--- config.mk ---
export PLATFORM = sky130hd
export DESIGN_NAME = refclk_out_div
export DESIGN_NICKNAME = d
export VERILOG_FILES = /design/src/rtl/refdiv_pkg.sv /design/src/rtl/refdiv_decode.sv /design/src/rtl/refdiv_fsm.sv /design/src/rtl/refdiv_negretime.sv /design/src/rtl/refclk_out_div.sv
export SDC_FILE = /design/constraint.sdc
export NUM_CORES = 1
export LEC_CHECK = 0
export BUFFER_PORTS_ARGS = -buffer_cell sky130_fd_sc_hd__buf_4
export CELL_PAD_IN_SITES_DETAIL_PLACEMENT = 0
export CELL_PAD_IN_SITES_GLOBAL_PLACEMENT = 1
export CORE_MARGIN = 5
export CORE_UTILIZATION = 47
export CTS_BUF_LIST = sky130_fd_sc_hd__clkbuf_16
export DETAILED_ROUTE_END_ITERATION = 8
export PLACE_DENSITY_LB_ADDON = 0.15
export SLEW_MARGIN = 20
export SYNTH_ARGS = -nofsm -noshare
export SYNTH_HDL_FRONTEND = slang
export SYNTH_SLANG_ARGS = --single-unit
export TNS_END_PERCENT = 10
--- constraint.sdc ---
create_clock -name clk_ref -period 6.5 [get_ports clk_ref]
set_input_delay 0.975 -clock clk_ref [delete_from_list [all_inputs] [get_ports clk_ref]]
set_output_delay 0.975 -clock clk_ref [all_outputs]
set_load 0.02 [all_outputs]
--- src/rtl/refdiv_pkg.sv ---
package refdiv_pkg;

    localparam int SEL_W   = 3;
    localparam int RATIO_W = 4;

    // One-hot state register; bit positions are used as glitch-free outputs.
    localparam int BYP_BIT = 0;
    localparam int HI_BIT  = 1;
    localparam int LO_BIT  = 2;

    typedef enum logic [2:0] {
        ST_BYPASS = 3'b001,
        ST_HIGH   = 3'b010,
        ST_LOW    = 3'b100
    } div_state_e;

endpackage

--- src/rtl/refdiv_decode.sv ---
module refdiv_decode #(
    parameter int SEL_W = refdiv_pkg::SEL_W,
    parameter int RW    = refdiv_pkg::RATIO_W
) (
    input  logic [SEL_W-1:0] sel,
    output logic [RW-1:0]    ratio
);

    // Non-binary code map; 010 is unused and folds onto divide-by-2.
    always_comb begin
        case (sel)
            3'b000:  ratio = RW'(1);
            3'b001:  ratio = RW'(2);
            3'b010:  ratio = RW'(2);
            3'b011:  ratio = RW'(3);
            3'b100:  ratio = RW'(4);
            3'b101:  ratio = RW'(5);
            3'b110:  ratio = RW'(6);
            default: ratio = RW'(8);
        endcase
    end

endmodule

--- src/rtl/refdiv_fsm.sv ---
module refdiv_fsm
    import refdiv_pkg::*;
#(
    parameter int RW = refdiv_pkg::RATIO_W
) (
    input  logic          clk,
    input  logic          rst_n,
    input  logic [RW-1:0] req_ratio,
    output logic          bypass,
    output logic          q_pos,
    output logic          odd_en,
    output logic [2:0]    state_bits,
    output logic [RW-1:0] cnt,
    output logic [RW-1:0] ratio
);

    localparam logic [RW-1:0] ONE = RW'(1);

    div_state_e    state_q, state_d;
    logic [RW-1:0] cnt_q, cnt_d;
    logic [RW-1:0] ratio_q, ratio_d;
    logic [RW-1:0] half;
    logic [RW-1:0] cnt_inc;
    logic          boundary;

    assign half     = ratio_q >> 1;
    assign cnt_inc  = cnt_q + ONE;
    assign boundary = (state_q == ST_BYPASS) ||
                      ((state_q == ST_LOW) && (cnt_q == ratio_q - ONE));

    // State register
    always_ff @(posedge clk or negedge rst_n) begin
        if (!rst_n) begin
            state_q <= ST_BYPASS;
            cnt_q   <= '0;
            ratio_q <= ONE;
        end else begin
            state_q <= state_d;
            cnt_q   <= cnt_d;
            ratio_q <= ratio_d;
        end
    end

    // Next-state logic
    always_comb begin
        state_d = state_q;
        cnt_d   = cnt_inc;
        ratio_d = ratio_q;
        unique case (state_q)
            ST_BYPASS: cnt_d = '0;
            ST_HIGH: begin
                if (cnt_inc == half) state_d = ST_LOW;   // end-high
            end
            ST_LOW: begin
                state_d = ST_LOW;                        // hold-low
            end
            default: state_d = ST_BYPASS;
        endcase
        if (boundary) begin
            ratio_d = req_ratio;
            cnt_d   = '0;
            state_d = (req_ratio == ONE) ? ST_BYPASS     // enter-bypass
                                         : ST_HIGH;      // start-period
        end
    end

    // Outputs taken from single state bits so no decode can glitch
    always_comb begin
        bypass     = state_q[BYP_BIT];
        q_pos      = state_q[HI_BIT];
        odd_en     = ratio_q[0];
        state_bits = state_q;
        cnt        = cnt_q;
        ratio      = ratio_q;
    end

endmodule

--- src/rtl/refdiv_negretime.sv ---
module refdiv_negretime (
    input  logic clk,
    input  logic rst_n,
    input  logic d,
    output logic q
);

    always_ff @(negedge clk or negedge rst_n) begin
        if (!rst_n) q <= 1'b0;
        else        q <= d;
    end

endmodule

--- src/rtl/refclk_out_div.sv ---
module refclk_out_div
    import refdiv_pkg::*;
#(
    parameter int SEL_W   = refdiv_pkg::SEL_W,
    parameter int RATIO_W = refdiv_pkg::RATIO_W
) (
    input  logic             clk_ref,
    input  logic             rst_n,
    input  logic [SEL_W-1:0] div_sel,
    input  logic             stby,
    output logic             clk_div
);

    logic [RATIO_W-1:0] req_ratio;
    logic               bypass;
    logic               q_pos;
    logic               q_neg;
    logic               odd_en;
    logic [2:0]         fsm_state;
    logic [RATIO_W-1:0] fsm_cnt;
    logic [RATIO_W-1:0] fsm_ratio;
    logic               div_phase;

    // The divider is kept alive in standby on purpose.
    logic unused_stby;
    assign unused_stby = stby;

    refdiv_decode #(.SEL_W(SEL_W), .RW(RATIO_W)) u_decode (
        .sel   (div_sel),
        .ratio (req_ratio)
    );

    refdiv_fsm #(.RW(RATIO_W)) u_fsm (
        .clk        (clk_ref),
        .rst_n      (rst_n),
        .req_ratio  (req_ratio),
        .bypass     (bypass),
        .q_pos      (q_pos),
        .odd_en     (odd_en),
        .state_bits (fsm_state),
        .cnt        (fsm_cnt),
        .ratio      (fsm_ratio)
    );

    refdiv_negretime u_neg (
        .clk   (clk_ref),
        .rst_n (rst_n),
        .d     (q_pos),
        .q     (q_neg)
    );

    // Odd ratios stretch the high phase by half an input period.
    assign div_phase = q_pos | (odd_en & q_neg);
    assign clk_div   = bypass ? clk_ref : div_phase;

endmodule

==> metrics.txt, run 1 <==
# TYPE chip_impl_metric gauge
chip_impl_metric{name="grt.overflow.total",unit=""} 0
chip_impl_metric{name="vias_per_cell",unit=""} 5.54
chip_impl_metric{name="seqPwrFrac",unit="%"} 27.1
chip_impl_metric{name="synth_top_area_share",unit="%"} 31.5
chip_impl_metric{name="fin_nets",unit=""} 84
chip_impl_metric{name="floorplan.initialDensity",unit="%"} 48.6
chip_impl_metric{name="routed_wire_length_per_instance",unit="um"} 14.4
chip_impl_metric{name="finalWeightedCongestion",unit=""} 0.756
chip_impl_info{name="critical_path.startpoint_type",value="flip-flop"} 1
chip_impl_metric{name="cp.arrival",unit="ns"} 4.42
chip_impl_metric{name="clock_slew_at_the_register_clock_pins_of_the_worst_setup_and_hold_paths",unit="ns"} 0.04
chip_impl_info{name="outcome",value="finished clean"} 1
chip_impl_metric{name="yosys-mux-area-fraction",unit="%"} 7.01
chip_impl_metric{name="number_of_global_route_vias_before_repair",unit=""} 509
chip_impl_info{name="worstSetupEndpointType",value="primary output"} 1
chip_impl_metric{name="worst-path-max-fanout",unit=""} 1
chip_impl_metric{name="synth-edff-count",unit=""} 0
chip_impl_info{name="critical_path.slowest_cell",value="sky130_fd_sc_hd__dfrtn_1"} 1
chip_impl_metric{name="final_core_util",unit="%"} 62.9
chip_impl_metric{name="syn_nets",unit=""} 71
chip_impl_metric{name="yosysWarningCount",unit=""} 0
chip_impl_metric{name="antenna_cell_count",unit=""} 0
chip_impl_info{name="timing.setup.critical_path_class",value="reg2out"} 1
chip_impl_metric{name="share_of_synthesized_cell_area_in_full_adder_half_adder_and_majority_cells",unit="%"} 3.50
chip_impl_metric{name="ys_seq_area_share",unit="%"} 42.4
chip_impl_metric{name="global_route_wire_length_before_repair",unit="um"} 2330
chip_impl_metric{name="finalMaxSlewViolations",unit=""} 0
chip_impl_metric{name="design.die.area",unit="um^2"} 2400
chip_impl_info{name="critical_path_startpoint",value="u_neg.q$_DFF_NN0_"} 1
chip_impl_metric{name="drive_above_1_share",unit="%"} 26.7
chip_impl_metric{name="max_cap_viol_count",unit=""} 0
chip_impl_metric{name="vdd_ir_drop_max",unit="mV"} 0.333
chip_impl_metric{name="vias",unit=""} 504
chip_impl_metric{name="report.final.hold_viol_count",unit=""} 0
chip_impl_metric{name="setup_total_negative_slack",unit="ns"} 0
chip_impl_metric{name="antenna_violations_before_repair",unit=""} 0
chip_impl_metric{name="cell_internal_pwr",unit="W"} 0.000386
chip_impl_info{name="hp-class",value="in2async"} 1
chip_impl_info{name="synthTopCellsByArea",value="sky130_fd_sc_hd__dfrtp_1 (32%), sky130_fd_sc_hd__dfstp_2 (7.4%), sky130_fd_sc_hd__xnor2_1 (4.9%), sky130_fd_sc_hd__mux2_4 (4.2%), sky130_fd_sc_hd__xor2_1 (3.7%)"} 1
chip_impl_metric{name="synth_area_in_compound_gates",unit="%"} 14.2
chip_impl_metric{name="design.core.area",unit="um^2"} 1470
chip_impl_metric{name="fin_worst_skew",unit="ns"} 0.0524
chip_impl_metric{name="grt_max_degree",unit=""} 13
chip_impl_metric{name="placementRows",unit=""} 14
chip_impl_info{name="rsz0062_at_grt",value="no"} 1
chip_impl_metric{name="power.clock.fraction",unit="%"} 39.7
chip_impl_metric{name="fin_ws",unit="ns"} 1.11
chip_impl_metric{name="detail_route.iter0.violations",unit=""} 8
chip_impl_info{name="r2r_start",value="u_fsm.state_bits[1]$_DFFE_PN0P_"} 1
chip_impl_metric{name="netSwitchingFraction",unit="%"} 32.1
chip_impl_metric{name="worstRegToRegCells",unit=""} 0
chip_impl_metric{name="number_of_cells_upsized_or_downsized_after_cts",unit=""} 0
chip_impl_metric{name="fin_worst_hold_slack",unit="ns"} 0.448
chip_impl_info{name="yosys_most_used_dff",value="sky130_fd_sc_hd__dfrtp_1"} 1
chip_impl_metric{name="groute.layer.met1.usage",unit="%"} 16.5
chip_impl_metric{name="report.final.setup_viol",unit=""} 0
chip_impl_metric{name="track_usage",unit="%"} 13.7
chip_impl_metric{name="dieHeight",unit="um"} 49.0
chip_impl_metric{name="total_switching_power",unit="W"} 0.000182
chip_impl_metric{name="syn_to_layout_area_delta",unit="%"} 29.6
chip_impl_metric{name="worst_slew_pin_slew",unit="ns"} 0.380
chip_impl_metric{name="post-layout-total-power",unit="W"} 0.000568
chip_impl_metric{name="drt-pass1-iter-count",unit=""} 4
chip_impl_info{name="tritoncts_clock_tree",value="built"} 1
chip_impl_metric{name="place.port_buffers",unit=""} 5
chip_impl_info{name="critical_path.cell_chain",value="a21oi_1 > o21ai_0 > buf_4"} 1
chip_impl_metric{name="synthesis.area",unit="um^2"} 714
chip_impl_metric{name="die_x",unit="um"} 49.0
chip_impl_metric{name="count_of_distinct_cell_types_in_the_synthesized_netlist",unit=""} 31
chip_impl_metric{name="synth.ff_latch_count",unit=""} 12
chip_impl_metric{name="p_comb_share",unit="%"} 33.3
chip_impl_metric{name="drtAntennaViolNets",unit=""} 0
chip_impl_metric{name="r2r_slack",unit="ns"} 2.74
chip_impl_metric{name="synth_simple_gate_area_share",unit="%"} 19.4
chip_impl_metric{name="route.detailed.drc",unit=""} 0
chip_impl_info{name="post-synth-top-area-cell",value="sky130_fd_sc_hd__dfrtp_1"} 1
chip_impl_metric{name="critPathMaxStageDelay",unit="ns"} 0.38
chip_impl_metric{name="synthXorXnorAreaFrac",unit="%"} 11.9
chip_impl_metric{name="synth-async-reset-ratio",unit="%"} 100
chip_impl_metric{name="met2_track_demand_over_resource",unit="%"} 17.4
chip_impl_metric{name="post-cts-setup-buffer-count",unit=""} 0
chip_impl_metric{name="cellPowerDensity",unit="nW/um^2"} 614
chip_impl_metric{name="clk_latency",unit="ns"} 0.40
chip_impl_metric{name="grtUsageMet3",unit="%"} 7.65
chip_impl_metric{name="postCtsHoldBufs",unit=""} 0
chip_impl_metric{name="detail_route.wirelength",unit="um"} 1310
chip_impl_info{name="crit-reg2reg-capture",value="u_neg.q$_DFF_NN0_"} 1
chip_impl_metric{name="io_pins",unit=""} 7
chip_impl_metric{name="cp_data_required_time",unit="ns"} 5.52
chip_impl_metric{name="dpl.hpwl",unit="um"} 910
chip_impl_metric{name="max_slew_headroom_at_the_worst_pin",unit="%"} 74.3
chip_impl_metric{name="post_synth.cell_area_avg",unit="um^2"} 11.3
chip_impl_info{name="synth_top_family_by_area",value="simple AND/OR/NAND/NOR gates"} 1
chip_impl_metric{name="power.static_leakage",unit="nW"} 0.409
chip_impl_metric{name="synthCells",unit=""} 63
chip_impl_info{name="globalRoute.busiestLayer",value="met2"} 1
chip_impl_metric{name="dpl_worst_slack",unit="ns"} 1.55
## flip-flops by register name (all words and copies together) (netlist names)
| name | flops |
|---|---|
| u_fsm.ratio | 4 |
| u_fsm.cnt | 4 |
| u_fsm.state_bits | 3 |
| u_neg.q | 1 |
## cells by family after synthesis
kind of cell	Yosys count
multiplexers	4
AO/OA/AOI/OAI	11
flip-flops	12
AND/OR/NAND/NOR	23
adder cells (fa/ha/maj)	2
XOR/XNOR	8
buffers and inverters	3
## power groups by stage
stage               Combinational (W)   Clock, W  Sequential (W)
floorplan                    0.000159  0.0000133        0.000145
global placement             0.000187  0.0000225        0.000155
detailed placement           0.000189  0.0000225        0.000155
CTS                          0.000191   0.000230        0.000155
global route                 0.000210   0.000236        0.000162
finish                       0.000189   0.000225        0.000154
## per-layer routing
metal	part of all wire (%)	wire length, um
met5	0	0
met4	2.3	30
met2	43	570
met3	6.1	80
met1	48	633
## placed cells by master (no fill, tap or decap), types with 3 or more instances in the layout
master and instances:
sky130_fd_sc_hd__nand2b_1 3, sky130_fd_sc_hd__dfrtp_1 9, sky130_fd_sc_hd__nand2_1 4, sky130_fd_sc_hd__xnor2_1 4
sky130_fd_sc_hd__clkbuf_16 6, sky130_fd_sc_hd__o21ai_0 3, sky130_fd_sc_hd__buf_4 5, sky130_fd_sc_hd__xor2_1 3
sky130_fd_sc_hd__inv_1 4, sky130_fd_sc_hd__and2_1 4
## critical path: cells and delay by family (launching register included)
family                 cells  cell delay [ns]
DFF                        1             0.38
AOI/OAI and AO/OA          2             0.22
buffers and inverters      1             0.17
## Yosys cell counts (all sizes together) (2+ instances only)
master,number
mux2i,2
nand3,2
nand2,4
dfstp,2
mux2,2
or4,2
and2,4
a21oi,2
xor2,3
inv,3
dfrtp,9
ha,2
nand2b,4
o21ai,3
nor2,2
xnor2,4
nand3b,2
## area by class of cell
type,instances,area (um^2)
clock inverter,1,3.75
fill,131,546
sequential,12,303
timing repair buffer,4,30.0
inverter,3,11.3
clock buffer,7,158
tap,16,20.0
multi-input combinational,48,400
## per-stage QoR
stage	std cells	cell area [um^2]
6_report	91	926
5_1_grt	91	926
4_1_cts	91	926
3_5_place_dp	84	772
3_3_place_gp	84	772
2_1_floorplan	63	714
## worst max path at each step
stage                    to  slack, ns
detailed placement  clk_div       1.55
global route        clk_div       1.05
floorplan           clk_div       1.38
global placement    clk_div       1.57
finish              clk_div       1.11
CTS                 clk_div       1.08
Power figures use the tool's default switching activity.
==> inputs of run 2 (changes only) <==
- CORE_UTILIZATION: 47 -> 44
- clock period: 6.5 -> 5.3 ns (I/O delays scaled with it)
==> metrics.txt, run 2 (same netlist as run 1, synthesis figures left out) <==
# TYPE chip_impl_metric gauge
chip_impl_info{name="outcome",value="finished clean"} 1
chip_impl_metric{name="critPathMaxStageDelay",unit="ns"} 0.39
chip_impl_metric{name="die_x",unit="um"} 50.3
chip_impl_info{name="critical_path.cell_chain",value="a21oi_1 > o21ai_0 > buf_4"} 1
chip_impl_metric{name="io_pins",unit=""} 7
chip_impl_metric{name="antenna_violations_before_repair",unit=""} 0
chip_impl_metric{name="dr_wl_met2",unit="um"} 615
chip_impl_metric{name="route.detailed.drc",unit=""} 0
chip_impl_metric{name="fin_nets",unit=""} 84
chip_impl_metric{name="number_of_global_route_vias_before_repair",unit=""} 549
chip_impl_info{name="timing.setup.critical_path_class",value="reg2out"} 1
chip_impl_metric{name="finalMaxSlewViolations",unit=""} 0
chip_impl_metric{name="number_of_cells_upsized_or_downsized_after_cts",unit=""} 0
chip_impl_metric{name="clock_slew_at_the_register_clock_pins_of_the_worst_setup_and_hold_paths",unit="ns"} 0.04
chip_impl_metric{name="place.port_buffers",unit=""} 5
chip_impl_metric{name="vias",unit=""} 524
chip_impl_metric{name="detail_route.iter0.violations",unit=""} 11
chip_impl_info{name="critical_path_startpoint",value="u_neg.q$_DFF_NN0_"} 1
chip_impl_metric{name="max_slew_headroom_at_the_worst_pin",unit="%"} 68.2
chip_impl_metric{name="report.final.hold_viol_count",unit=""} 0
chip_impl_metric{name="grt.overflow.total",unit=""} 0
chip_impl_metric{name="drt-pass1-iter-count",unit=""} 4
chip_impl_info{name="tritoncts_clock_tree",value="built"} 1
chip_impl_info{name="r2r_start",value="u_fsm.state_bits[1]$_DFFE_PN0P_"} 1
chip_impl_info{name="rsz0062_at_grt",value="no"} 1
chip_impl_metric{name="syn_to_layout_area_delta",unit="%"} 29.6
chip_impl_metric{name="wl_met1",unit="um"} 578
chip_impl_metric{name="area_of_combinational_cells_with_multiple_inputs",unit="um^2"} 400
chip_impl_metric{name="dpl.hpwl",unit="um"} 867
chip_impl_metric{name="routed_wire_length_per_instance",unit="um"} 14.9
chip_impl_metric{name="max_cap_viol_count",unit=""} 0
chip_impl_info{name="layout_commonest_cell",value="sky130_fd_sc_hd__dfrtp_1"} 1
chip_impl_metric{name="grt_max_degree",unit=""} 13
chip_impl_metric{name="fin_worst_skew",unit="ns"} 0.0518
chip_impl_metric{name="worst-path-max-fanout",unit=""} 1
chip_impl_metric{name="post-cts-setup-buffer-count",unit=""} 0
chip_impl_metric{name="finalWeightedCongestion",unit=""} 0.669
chip_impl_info{name="most-common-layout-cells",value="sky130_fd_sc_hd__dfrtp_1 (9), sky130_fd_sc_hd__clkbuf_16 (6), sky130_fd_sc_hd__buf_4 (5)"} 1
chip_impl_metric{name="dieHeight",unit="um"} 50.3
chip_impl_metric{name="design.core.area",unit="um^2"} 1520
chip_impl_metric{name="setup_total_negative_slack",unit="ns"} 0
chip_impl_info{name="hp-class",value="in2async"} 1
chip_impl_metric{name="dpl_worst_slack",unit="ns"} 1.13
chip_impl_metric{name="register_area",unit="um^2"} 303
chip_impl_metric{name="track_usage",unit="%"} 14.2
chip_impl_metric{name="number_of_fill_cells_in_the_layout",unit=""} 131
chip_impl_metric{name="power.static_leakage",unit="nW"} 0.405
chip_impl_metric{name="global_route_wire_length_before_repair",unit="um"} 2370
chip_impl_metric{name="detail_route.wirelength",unit="um"} 1360
chip_impl_info{name="topRoutingLayerUsed",value="met4"} 1
chip_impl_metric{name="design.die.area",unit="um^2"} 2530
chip_impl_metric{name="cp_data_required_time",unit="ns"} 4.51
chip_impl_metric{name="final_core_util",unit="%"} 60.8
chip_impl_metric{name="cp.arrival",unit="ns"} 3.81
chip_impl_metric{name="antenna_cell_count",unit=""} 0
chip_impl_metric{name="vias_per_cell",unit=""} 5.76
chip_impl_metric{name="vdd_ir_drop_max",unit="mV"} 0.375
chip_impl_metric{name="clk_latency",unit="ns"} 0.40
chip_impl_info{name="critical_path.startpoint_type",value="flip-flop"} 1
chip_impl_metric{name="fin_ws",unit="ns"} 0.692
chip_impl_metric{name="placementRows",unit=""} 14
chip_impl_metric{name="cellPowerDensity",unit="nW/um^2"} 758
chip_impl_metric{name="drtAntennaViolNets",unit=""} 0
chip_impl_metric{name="floorplan.initialDensity",unit="%"} 46.9
chip_impl_metric{name="report.final.setup_viol",unit=""} 0
chip_impl_metric{name="drive_above_1_share",unit="%"} 26.7
chip_impl_metric{name="worst_slew_pin_slew",unit="ns"} 0.471
chip_impl_metric{name="met3_length",unit="um"} 97
chip_impl_info{name="worstSetupEndpointType",value="primary output"} 1
chip_impl_metric{name="postCtsHoldBufs",unit=""} 0
chip_impl_info{name="critical_path.slowest_cell",value="sky130_fd_sc_hd__dfrtn_1"} 1
==> run 2: cell type report <==
| type | instances | share of cell area (%) |
|---|---|---|
| Timing Repair Buffer | 4 | 3.24 |
| Inverter | 3 | 1.22 |
| Clock buffer | 7 | 17.0 |
| Tap cell | 16 | 2.16 |
| Sequential cell | 12 | 32.7 |
| Clock inverter | 1 | 0.405 |
| Multi-Input combinational cell | 48 | 43.2 |
==> run 2: stage by stage <==
| stage | instances | cell area, um^2 | hold slack [ns] | power [W] |
|---|---|---|---|---|
| 3_3_place_gp | 84 | 772 | 0.565 | 0.000445 |
| 5_1_grt | 91 | 926 | 0.278 | 0.000750 |
| 6_report | 91 | 926 | 0.274 | 0.000702 |
| 3_5_place_dp | 84 | 772 | 0.567 | 0.000445 |
| 4_1_cts | 91 | 926 | 0.274 | 0.000712 |
| 2_1_floorplan | 63 | 714 | 0.499 | 0.000389 |
==> run 2: routing by layer <==
metal | GRT usage (%) | vias to the layer above
li1 | - | 249
met1 | 14.7 | 251
met2 | 17.6 | 16
met3 | 9.76 | 8
met4 | 15.7 | 0
met5 | 0 | -
==> run 2: power breakdown <==
part           total [W]  switching (W)  internal [W]
combinational   0.000234       0.000108      0.000126
clock           0.000277      0.0000697      0.000208
sequential      0.000191      0.0000509      0.000140
==> run 2: critical path: cells and delay by family (launching register included) <==
family,cells,cell delay [ns]
AO/OA/AOI/OAI,2,0.20
buffers and inverters,1,0.16
flip-flops,1,0.39
==> run 2: final timing paths <==
kind,endpoint,slack (ns),cells after the start
worst min-delay path,u_fsm.cnt[2]$_DFF_PN0_,0.27,1
worst max register to register,u_neg.q$_DFF_NN0_,2.11,0
min in group clk_ref,u_fsm.cnt[0]$_DFF_PN0_,0.58,1
worst min register to register,u_fsm.cnt[0]$_DFF_PN0_,0.58,1
max in group asynchronous,u_neg.q$_DFF_NN0_,2.36,1
worst max-delay path,clk_div,0.69,3
==> inputs of run 3 (changes only) <==
- CORE_UTILIZATION: 44 -> 40
- CTS_CLUSTER_SIZE: not set -> 30
- clock period: 5.3 -> 5.8 ns (I/O delays scaled with it)
==> metrics.txt, run 3 (same netlist as run 1, synthesis figures left out) <==
# TYPE chip_impl_metric gauge
chip_impl_metric{name="antenna_violations_before_repair",unit=""} 0
chip_impl_metric{name="drt-pass1-iter-count",unit=""} 4
chip_impl_metric{name="max_slew_headroom_at_the_worst_pin",unit="%"} 67.7
chip_impl_metric{name="dpl-instance-area",unit="um^2"} 783
chip_impl_metric{name="finalMaxSlewViolations",unit=""} 0
chip_impl_metric{name="cp_data_required_time",unit="ns"} 4.93
chip_impl_metric{name="vdd_ir_drop_max",unit="mV"} 0.300
chip_impl_metric{name="design.core.area",unit="um^2"} 1710
chip_impl_metric{name="netSwitchingFraction",unit="%"} 31.6
chip_impl_metric{name="report.final.setup_viol",unit=""} 0
chip_impl_metric{name="setup_total_negative_slack",unit="ns"} 0
chip_impl_metric{name="floorplan.initialDensity",unit="%"} 41.8
chip_impl_metric{name="number_of_cells_upsized_or_downsized_after_cts",unit=""} 0
chip_impl_metric{name="report.final.hold_viol_count",unit=""} 0
chip_impl_metric{name="routed_wire_length_per_instance",unit="um"} 12.7
chip_impl_metric{name="r2r_slack",unit="ns"} 2.38
chip_impl_metric{name="max_cap_viol_count",unit=""} 0
chip_impl_metric{name="cp.arrival",unit="ns"} 4.05
chip_impl_metric{name="seqPwrFrac",unit="%"} 27.3
chip_impl_metric{name="worstRegToRegCells",unit=""} 0
chip_impl_metric{name="total_switching_power",unit="W"} 0.000200
chip_impl_metric{name="syn_to_layout_area_delta",unit="%"} 31.2
chip_impl_metric{name="finalWeightedCongestion",unit=""} 0.725
chip_impl_metric{name="track_usage",unit="%"} 13.2
chip_impl_metric{name="critPathMaxStageDelay",unit="ns"} 0.38
chip_impl_metric{name="grt.overflow.total",unit=""} 0
chip_impl_info{name="rsz0062_at_grt",value="no"} 1
chip_impl_metric{name="dpl.hpwl",unit="um"} 925
chip_impl_metric{name="io_pins",unit=""} 7
chip_impl_info{name="timing.setup.critical_path_class",value="reg2out"} 1
chip_impl_metric{name="p_comb_share",unit="%"} 32.6
chip_impl_metric{name="antenna_cell_count",unit=""} 0
chip_impl_metric{name="power.static_leakage",unit="nW"} 0.409
chip_impl_metric{name="number_of_global_route_vias_before_repair",unit=""} 511
chip_impl_metric{name="placementRows",unit=""} 15
chip_impl_info{name="hp-class",value="in2async"} 1
chip_impl_metric{name="detail_route.iter0.violations",unit=""} 12
chip_impl_metric{name="cell_internal_pwr",unit="W"} 0.000433
chip_impl_metric{name="die_x",unit="um"} 52.3
chip_impl_info{name="layout_commonest_cell",value="sky130_fd_sc_hd__dfrtp_1"} 1
chip_impl_info{name="tritoncts_clock_tree",value="built"} 1
chip_impl_metric{name="clock_slew_at_the_register_clock_pins_of_the_worst_setup_and_hold_paths",unit="ns"} 0.05
chip_impl_metric{name="worst_slew_pin_slew",unit="ns"} 0.478
chip_impl_metric{name="number_of_fill_cells_in_the_layout",unit=""} 154
chip_impl_metric{name="fin_nets",unit=""} 84
chip_impl_metric{name="route.detailed.drc",unit=""} 0
chip_impl_metric{name="finish.instance_area",unit="um^2"} 937
chip_impl_metric{name="cellPowerDensity",unit="nW/um^2"} 675
chip_impl_info{name="critical_path.slowest_cell",value="sky130_fd_sc_hd__dfrtn_1"} 1
chip_impl_metric{name="detail_route.wirelength",unit="um"} 1270
chip_impl_info{name="outcome",value="finished clean"} 1
chip_impl_metric{name="fin_worst_skew",unit="ns"} 0.0518
chip_impl_info{name="critical_path.startpoint_type",value="flip-flop"} 1
chip_impl_metric{name="worst-path-max-fanout",unit=""} 1
chip_impl_metric{name="power.clock.fraction",unit="%"} 40.1
chip_impl_metric{name="post-cts-setup-buffer-count",unit=""} 0
chip_impl_metric{name="dieHeight",unit="um"} 52.3
chip_impl_metric{name="global_route_wire_length_before_repair",unit="um"} 2300
chip_impl_metric{name="postCtsHoldBufs",unit=""} 0
chip_impl_metric{name="drive_above_1_share",unit="%"} 26.7
chip_impl_info{name="crit-reg2reg-capture",value="u_neg.q$_DFF_NN0_"} 1
chip_impl_info{name="r2r_start",value="u_fsm.state_bits[1]$_DFFE_PN0P_"} 1
chip_impl_info{name="most-common-layout-cells",value="sky130_fd_sc_hd__dfrtp_1 (9), sky130_fd_sc_hd__clkbuf_16 (6), sky130_fd_sc_hd__buf_4 (5)"} 1
chip_impl_info{name="worstSetupEndpointType",value="primary output"} 1
chip_impl_metric{name="design.die.area",unit="um^2"} 2730
chip_impl_metric{name="vias_per_cell",unit=""} 5.01
chip_impl_info{name="critical_path_startpoint",value="u_neg.q$_DFF_NN0_"} 1
chip_impl_metric{name="drtAntennaViolNets",unit=""} 0
chip_impl_metric{name="grt_max_degree",unit=""} 13
chip_impl_metric{name="vias",unit=""} 501
chip_impl_metric{name="place.port_buffers",unit=""} 5
chip_impl_info{name="endpoint",value="clk_div"} 1
chip_impl_info{name="critical_path.cell_chain",value="a21oi_1 > o21ai_0 > buf_4"} 1
chip_impl_metric{name="clk_latency",unit="ns"} 0.40
## run 3: worst min-delay path by stage
stage	slack [ns]	endpoint	from	cells past startpoint
detailed placement	0.57	u_fsm.cnt[0]$_DFF_PN0_	u_fsm.cnt[0]$_DFF_PN0_	1
global route	0.35	u_fsm.ratio[3]$_DFFE_PN0N_	rst_n	1
global placement	0.56	u_fsm.cnt[0]$_DFF_PN0_	u_fsm.cnt[0]$_DFF_PN0_	1
finish	0.34	u_fsm.cnt[3]$_DFF_PN0_	rst_n	1
CTS	0.35	u_fsm.ratio[3]$_DFFE_PN0N_	rst_n	1
floorplan	0.51	u_fsm.cnt[0]$_DFF_PN0_	u_fsm.cnt[0]$_DFF_PN0_	1
## run 3: critical path: cells and delay by family (launching register included)
| kind | cells | cell delay [ns] |
|---|---|---|
| buffers and inverters | 1 | 0.17 |
| AO/OA/AOI/OAI | 2 | 0.20 |
| flip-flops | 1 | 0.38 |
## run 3: layer usage
metal	part of all wire [%]	track usage, %	vias to the layer above	wire, um
met1	48	15.0	230	607
met4	3.5	11.1	0	45
met3	5.7	8.55	6	72
met2	43	16.5	12	543
li1	-	-	253	-
met5	0	0	-	0
## run 3: layout make-up
type	instances	area [um^2]	share of cell area [%]
multi-input cells	48	400	42.7
flip-flops and latches	12	303	32.3
clock buffers	7	158	16.8
well taps	25	31.3	3.34
repair buffers	4	30.0	3.20
inverters	3	11.3	1.20
clock inverters	1	3.75	0.401
## run 3: power by group through the flow
stage / logic [W] / registers [W] / clock network (W)
floorplan: 0.000178 / 0.000163 / 0.0000149
global placement: 0.000207 / 0.000174 / 0.0000252
detailed placement: 0.000208 / 0.000175 / 0.0000252
CTS: 0.000210 / 0.000173 / 0.000258
global route: 0.000231 / 0.000181 / 0.000270
finish: 0.000206 / 0.000173 / 0.000254
## run 3: through the flow
| stage | total power (W) | worst slack, ns | util (%) | cells | hold WS, ns |
|---|---|---|---|---|---|
| detailed placement | 0.000408 | 1.31 | 45.9 | 93 | 0.570 |
| finish | 0.000633 | 0.876 | 54.9 | 100 | 0.345 |
| global route | 0.000682 | 0.769 | 54.9 | 100 | 0.351 |
| floorplan | 0.000355 | 1.13 | - | 63 | 0.512 |
| global placement | 0.000407 | 1.32 | 45.9 | 93 | 0.561 |
| CTS | 0.000642 | 0.869 | 54.9 | 100 | 0.350 |
